==> src/rtl/addr_latch_pkg.sv <==
package addr_latch_pkg;

    // Operating mode derived from the two active-low controls.
    typedef enum logic [1:0] {
        MODE_WRITE = 2'd0,
        MODE_HOLD  = 2'd1,
        MODE_DEMUX = 2'd2,
        MODE_CLEAR = 2'd3
    } lat_mode_e;

endpackage

==> src/rtl/addr_latch_sel_dec.sv <==
module addr_latch_sel_dec #(
    parameter int ADDR_W = 3,
    localparam int NBITS = 1 << ADDR_W
) (
    input  logic [ADDR_W-1:0] sel,
    output logic [NBITS-1:0]  onehot
);

    // Binary select to one-hot strobe, one comparator per bit.
    for (genvar gi = 0; gi < NBITS; gi++) begin : g_dec
        assign onehot[gi] = (sel == ADDR_W'(gi));
    end

endmodule

==> src/rtl/addr_latch_mode.sv <==
module addr_latch_mode
    import addr_latch_pkg::*;
(
    input  logic      en_n,
    input  logic      clr_n,
    output lat_mode_e mode
);

    always_comb begin
        unique case ({en_n, clr_n})
            2'b01:   mode = MODE_WRITE;
            2'b11:   mode = MODE_HOLD;
            2'b00:   mode = MODE_DEMUX;
            default: mode = MODE_CLEAR;
        endcase
    end

endmodule

==> src/rtl/addr_latch_view.sv <==
module addr_latch_view
    import addr_latch_pkg::*;
#(
    parameter int NBITS = 8
) (
    input  lat_mode_e        mode,
    input  logic [NBITS-1:0] stored,
    input  logic [NBITS-1:0] onehot,
    input  logic             din,
    output logic [NBITS-1:0] view
);

    // Visible value: stored byte, with the addressed bit replaced or
    // the whole byte forced, depending on the mode of this cycle.
    always_comb begin
        unique case (mode)
            MODE_WRITE: view = (stored & ~onehot) | (onehot & {NBITS{din}});
            MODE_HOLD:  view = stored;
            MODE_DEMUX: view = onehot & {NBITS{din}};
            MODE_CLEAR: view = '0;
            default:    view = stored;
        endcase
    end

endmodule

==> src/rtl/addr_latch.sv <==
module addr_latch
    import addr_latch_pkg::*;
#(
    parameter int ADDR_W = 3
) (
    input  logic                      clk,
    input  logic                      rst,
    input  logic                      din,
    input  logic [ADDR_W-1:0]         sel,
    input  logic                      en_n,
    input  logic                      clr_n,
    output logic [(1 << ADDR_W)-1:0]  q
);

    localparam int NBITS = 1 << ADDR_W;

    lat_mode_e        mode;
    logic [NBITS-1:0] onehot;
    logic [NBITS-1:0] stored;
    logic [NBITS-1:0] view;

    addr_latch_sel_dec #(.ADDR_W(ADDR_W)) u_dec (
        .sel    (sel),
        .onehot (onehot)
    );

    addr_latch_mode u_mode (
        .en_n  (en_n),
        .clr_n (clr_n),
        .mode  (mode)
    );

    addr_latch_view #(.NBITS(NBITS)) u_view (
        .mode   (mode),
        .stored (stored),
        .onehot (onehot),
        .din    (din),
        .view   (view)
    );

    // State register: takes the visible value in every mode but hold.
    always_ff @(posedge clk) begin
        if (rst) begin
            stored <= '0;
        end else if (mode != MODE_HOLD) begin
            stored <= view;
        end
    end

    // Output process.
    always_comb begin
        q = view;
    end

    // Port-level checks.
    AST_WRITE_FOLLOWS: assert property (@(posedge clk) disable iff (rst)
        (!en_n && clr_n) |-> (q[sel] == din));
    AST_HOLD_STABLE: assert property (@(posedge clk) disable iff (rst)
        (en_n && clr_n) ##1 (en_n && clr_n) |-> $stable(q));
    AST_CLEAR_ZERO: assert property (@(posedge clk) disable iff (rst)
        (en_n && !clr_n) |-> (q == '0));
    AST_DEMUX_ONEHOT: assert property (@(posedge clk) disable iff (rst)
        (!en_n && !clr_n) |-> ($onehot0(q) && q[sel] == din));
    AST_RESET_ZERO: assert property (@(posedge clk)
        ($past(rst) && !rst && en_n && clr_n) |-> (q == '0));

endmodule

==> config.mk <==
export PLATFORM = sky130hd
export DESIGN_NAME = addr_latch
export DESIGN_NICKNAME = d
export VERILOG_FILES = /design/src/rtl/addr_latch_pkg.sv /design/src/rtl/addr_latch_sel_dec.sv /design/src/rtl/addr_latch_mode.sv /design/src/rtl/addr_latch_view.sv /design/src/rtl/addr_latch.sv
export SDC_FILE = /design/constraint.sdc
export NUM_CORES = 1
export LEC_CHECK = 0
export ABC_AREA = 1
export BUFFER_PORTS_ARGS = -buffer_cell sky130_fd_sc_hd__buf_2
export CAP_MARGIN = 20
export CORE_AREA = 2 2 39 41
export DETAILED_ROUTE_END_ITERATION = 8
export DIE_AREA = 0 0 41 43
export PLACE_DENSITY = 0.56
export SETUP_SLACK_MARGIN = 0.5
export SLEW_MARGIN = 20
export SYNTH_ARGS = -nofsm -noshare
export SYNTH_HDL_FRONTEND = slang
export SYNTH_SLANG_ARGS = --single-unit
==> constraint.sdc <==
create_clock -name clk -period 1.1 [get_ports clk]
set_clock_uncertainty 0.2 [all_clocks]
set_input_delay 0.055 -clock clk [delete_from_list [all_inputs] [get_ports clk]]
set_output_delay 0.055 -clock clk [all_outputs]
set_load 0.02 [all_outputs]
# Word-level counts from Yosys, hierarchy flattened
# Cells that the tools add are included.
[totals]
word_cells = 23
regBits = 8
out_inout_bits = 8
in_bits = 8
[classes]
mux = 2
eq_ne = 13
n_bitwise = 4
reduce_logical = 3
[ops]
columns = ["operator", "count"]
rows = [
  ["8-bit one-hot mux with 4 select lines", 1],
  ["8-bit AND", 2],
  ["3-bit == test, second input constant", 4],
  ["8-bit NOT", 1],
  ["8-bit bitwise OR", 1],
  ["2-bit == test, second input constant", 3],
  ["3-bit by 2-bit == test with 1-bit output, second input constant", 2],
  ["2-bit one-hot mux with 3 select lines", 1],
  ["2-bit by 1-bit == test with 1-bit output, second input constant", 2],
  ["2-bit logical NOT", 2],
  ["3-bit by 1-bit == test with 1-bit output, second input constant", 1],
  ["3-bit logical NOT", 1],
  ["2-bit by 1-bit inequality test with 1-bit output, second input constant", 1],
]

# Depth between registers and ports, before layout
[depth]
depth_word = 5
depth_mapped = 5
depth_no_buf = 5

# By module
# Synthesis repeated with hierarchy kept, for this count alone.
[unflattened]
hier_cells = 140
hier_area_um2 = 749.5
[modules_own_cells]
columns = ["module", "instances", "area_each_um2", "cells_each", "seq_area_each_um2"]
rows = [
  ["addr_latch", 1, 354.1, 53, 160.2],
  ["addr_latch_view", 1, 331.6, 70, 0.0],
  ["addr_latch_sel_dec", 1, 56.3, 15, 0.0],
  ["addr_latch_mode", 1, 7.5, 2, 0.0],
]

# Least setup slack after synthesis
# OpenSTA, ideal clock, no wires.
[synth_timing]
path_kind = "reg2out"
startpoint = "reg stored[1]"
endpoint = "out q[1]"
arrival_time_ns = 0.588
n_path_buf = 0
slack_ns = 0.257
stages_incl_launch_ff = 5
required_ns = 0.845
cell_sequence = "dfxtp_1 nand2_1 inv_1 nand2_1 nand2_1"
[synth_via]
elab_chain_len = 3
[synth_lines]
columns = ["item", "line", "text"]
rows = [
  ["from (decl)", "addr_latch.sv:19", "logic [NBITS-1:0] stored;"],
  ["from (signal assigned)", "addr_latch.sv:46", "stored <= view;"],
  ["8-bit AND", "addr_latch_view.sv:17", "MODE_WRITE: view = (stored & ~onehot) | (onehot & {NBITS{din}});"],
  ["8-bit bitwise OR", "addr_latch_view.sv:17", ""],
  ["8-bit one-hot mux with 4 select lines *", "addr_latch_view.sv:16", "unique case (mode)"],
  ["to (decl)", "addr_latch.sv:12", "output logic [(1 << ADDR_W)-1:0] q"],
]
# Mark *: on every way between the ends. The rest lies on a longest branch, timed or not.

# Final worst setup path
[layout_timing]
startpoint = "reg stored[4]"
endpoint = "out q[4]"
# The elaborated chain is that of the path after synthesis.

==> impl_metrics.toml <==
[floorplan]
coreArea_um2 = 1380
ios = 16
initial_core_util = 0.339
num_rows = 14
die_h_um = 43
fp.dieW_um = 41
dieArea_um2 = 1760

[worst_setup_path]
max_stage_delay_ps = 310
cp_common_cell = "nand2_2"
cp_top_family = "flip-flops"
cp-end-kind = "output port"
cp.required_ps = 840
start_kind = "flip-flop"
cp_cell_sequence = "nand2_1 -> inv_2 -> nand2_2 -> nand2_2 -> buf_6"
cp_num_buf_inv = 2
worst_path_max_delay_cell = "dfxtp_2"
crit_fanout = 2
crit_type = "flip-flop to output port"
worstPathArrival_ps = 900
reg2reg_slack_ps = 20

[clocking]
clock-sinks = 8
insertion_delay_ps = 250
cts_root_buf = "clkbuf_4"
cts_tree = "built"
cts_buffers = 3
clockBufferDepth = 2
htreeDepth = 1
clkTransAtPathRegs_ps = 60

[sta]
rsz0062_at_grt = "true"
setup_viol = 8
worst_pin_slew_ps = 261
slew-limit-headroom = 0.826
drv_slew = 0
min_period_ps = 1150
whs_ps = -74.9
fin_tns_setup_ps = -357
min_period_over_period = 1.05
setup_ws_ps = -54.8
max_freq_mhz = 866
hold_violations = 8

[final_layout]
final_core_util = 0.551
largest_reg_flops = 8
area_delta_synth_final_pct = 62.4
drive_above_1_share = 0.618
num-nets-final = 112
fillers = 141
reg_top3 = "stored (8)"
regMostFlops = "stored"
antennaDiodeCount = 0
instances_no_fill = 118
design_area_um2 = 762

[global_route]
grt_overflow_total = 0
grt_max_degree = 9
track_usage = 0.155
grt_pass1_vias = 450
grt_pass1_wl_um = 1840
antenna_found_initial = 0

[placed_design]
portBuffers = 15
hpwl_um = 808
dp.cells = 108
globalplace.congestion = 0.829
dp_slack_ps = 20.7
postPlaceCellArea_um2 = 591

[logic_synthesis]
synth-seq-area-share = 0.341
yosysMostFrequentCell = "nand2_1"
synth-main-ff-cell = "dfxtp_1"
syn_inst = 78
synthTopCellsByArea = "dfxtp_1 34%, nand2_1 26%, nand3_1 8.5%"
async_reset_ff_frac = 0
synth-seq-cells = 8
synthDistinctLibCells = 12
yosysWarnings = 0
netlist_area_um2 = 469
yosysTopAreaCell = "dfxtp_1"
synthTopCellsByCount = "33 x nand2_1, 9 x inv_1, 8 x dfxtp_1, 8 x nand3_1, 6 x a21oi_1"
synth_top_area_share = 0.341
synth_nets = 86
syn_avg_cell_area_um2 = 6.02
synth_edf_count = 0

[min_path]
min_path_type = "input port to flip-flop"

[power]
total_power_mw = 0.639
vdd_drop_max_uv = 467
power_density_nw_per_um2 = 839
cellLeakagePower_nw = 0.397

[flow_run]
drv_cap = 0

[detailed_routing]
ant_nets = 0
drc = 0
num_vias = 538
dr.pass1.iters = 3
wirelength_um = 1160
drt-initial-drc-count = 2
wl_per_cell_um = 9.86
viasPerCell = 4.56

[run_status]
status = "complete, but fails checks"
failed_checks = "hold timing, setup timing"
[final timing paths]
| path | startpoint | end | cells after the start |
|---|---|---|---|
| worst max-delay path | stored[4] | q[4] | 5 |
| worst min-delay path | rst | stored[1] | 2 |
| worst max register to register | stored[7] | stored[7] | 6 |
| worst min register to register | stored[5] | stored[5] | 4 |
[where the power goes]
part	internal, mW	total [mW]	switching [mW]	leakage [nW]
combinational	0.0438	0.117	0.0731	0.317
clock	0.125	0.227	0.102	0.0138
sequential	0.294	0.295	0.000981	0.0661
[layout make-up]
type,instances,area (um2),share of cell area
clock buffers,3,22.5,0.0296
inverters,13,48.8,0.0640
multi-input cells,55,314,0.412
flip-flops and latches,8,164,0.215
well taps,16,20.0,0.0263
repair buffers,23,193,0.253
[metal layers]
layer,vias up,track usage,wire length (um)
li1,286,-,-
met1,243,0.207,529
met2,9,0.225,583
met3,0,0.0314,50
met4,0,0.0800,0
met5,-,0,0
[timing repair]
item                                    in CTS  in global routing
setup buffers                                5                  2
hold endpoints to repair                     8                  8
pin swaps                                    2                  4
gates resized for setup                     24                  9
endpoints found under the setup margin      16                 16
[layout by cell type, fill, tap and decap left out, drive strengths merged]
| master | n |
|---|---|
| nand3 | 8 |
| dfxtp | 8 |
| clkbuf | 3 |
| inv | 13 |
| buf | 23 |
| nand2 | 33 |
| nor2 | 6 |
| a21oi | 8 |
[logic make-up (layout without fill, tap and decap cells)]
| logic type | count (synthesis) | in the layout | synth area share |
|---|---|---|---|
| simple gates | 47 | 47 | 0.435 |
| compound gates | 8 | 8 | 0.101 |
| flops | 8 | 8 | 0.341 |
| buf+inv | 15 | 39 | 0.123 |
(Power assumes the default switching activity.)
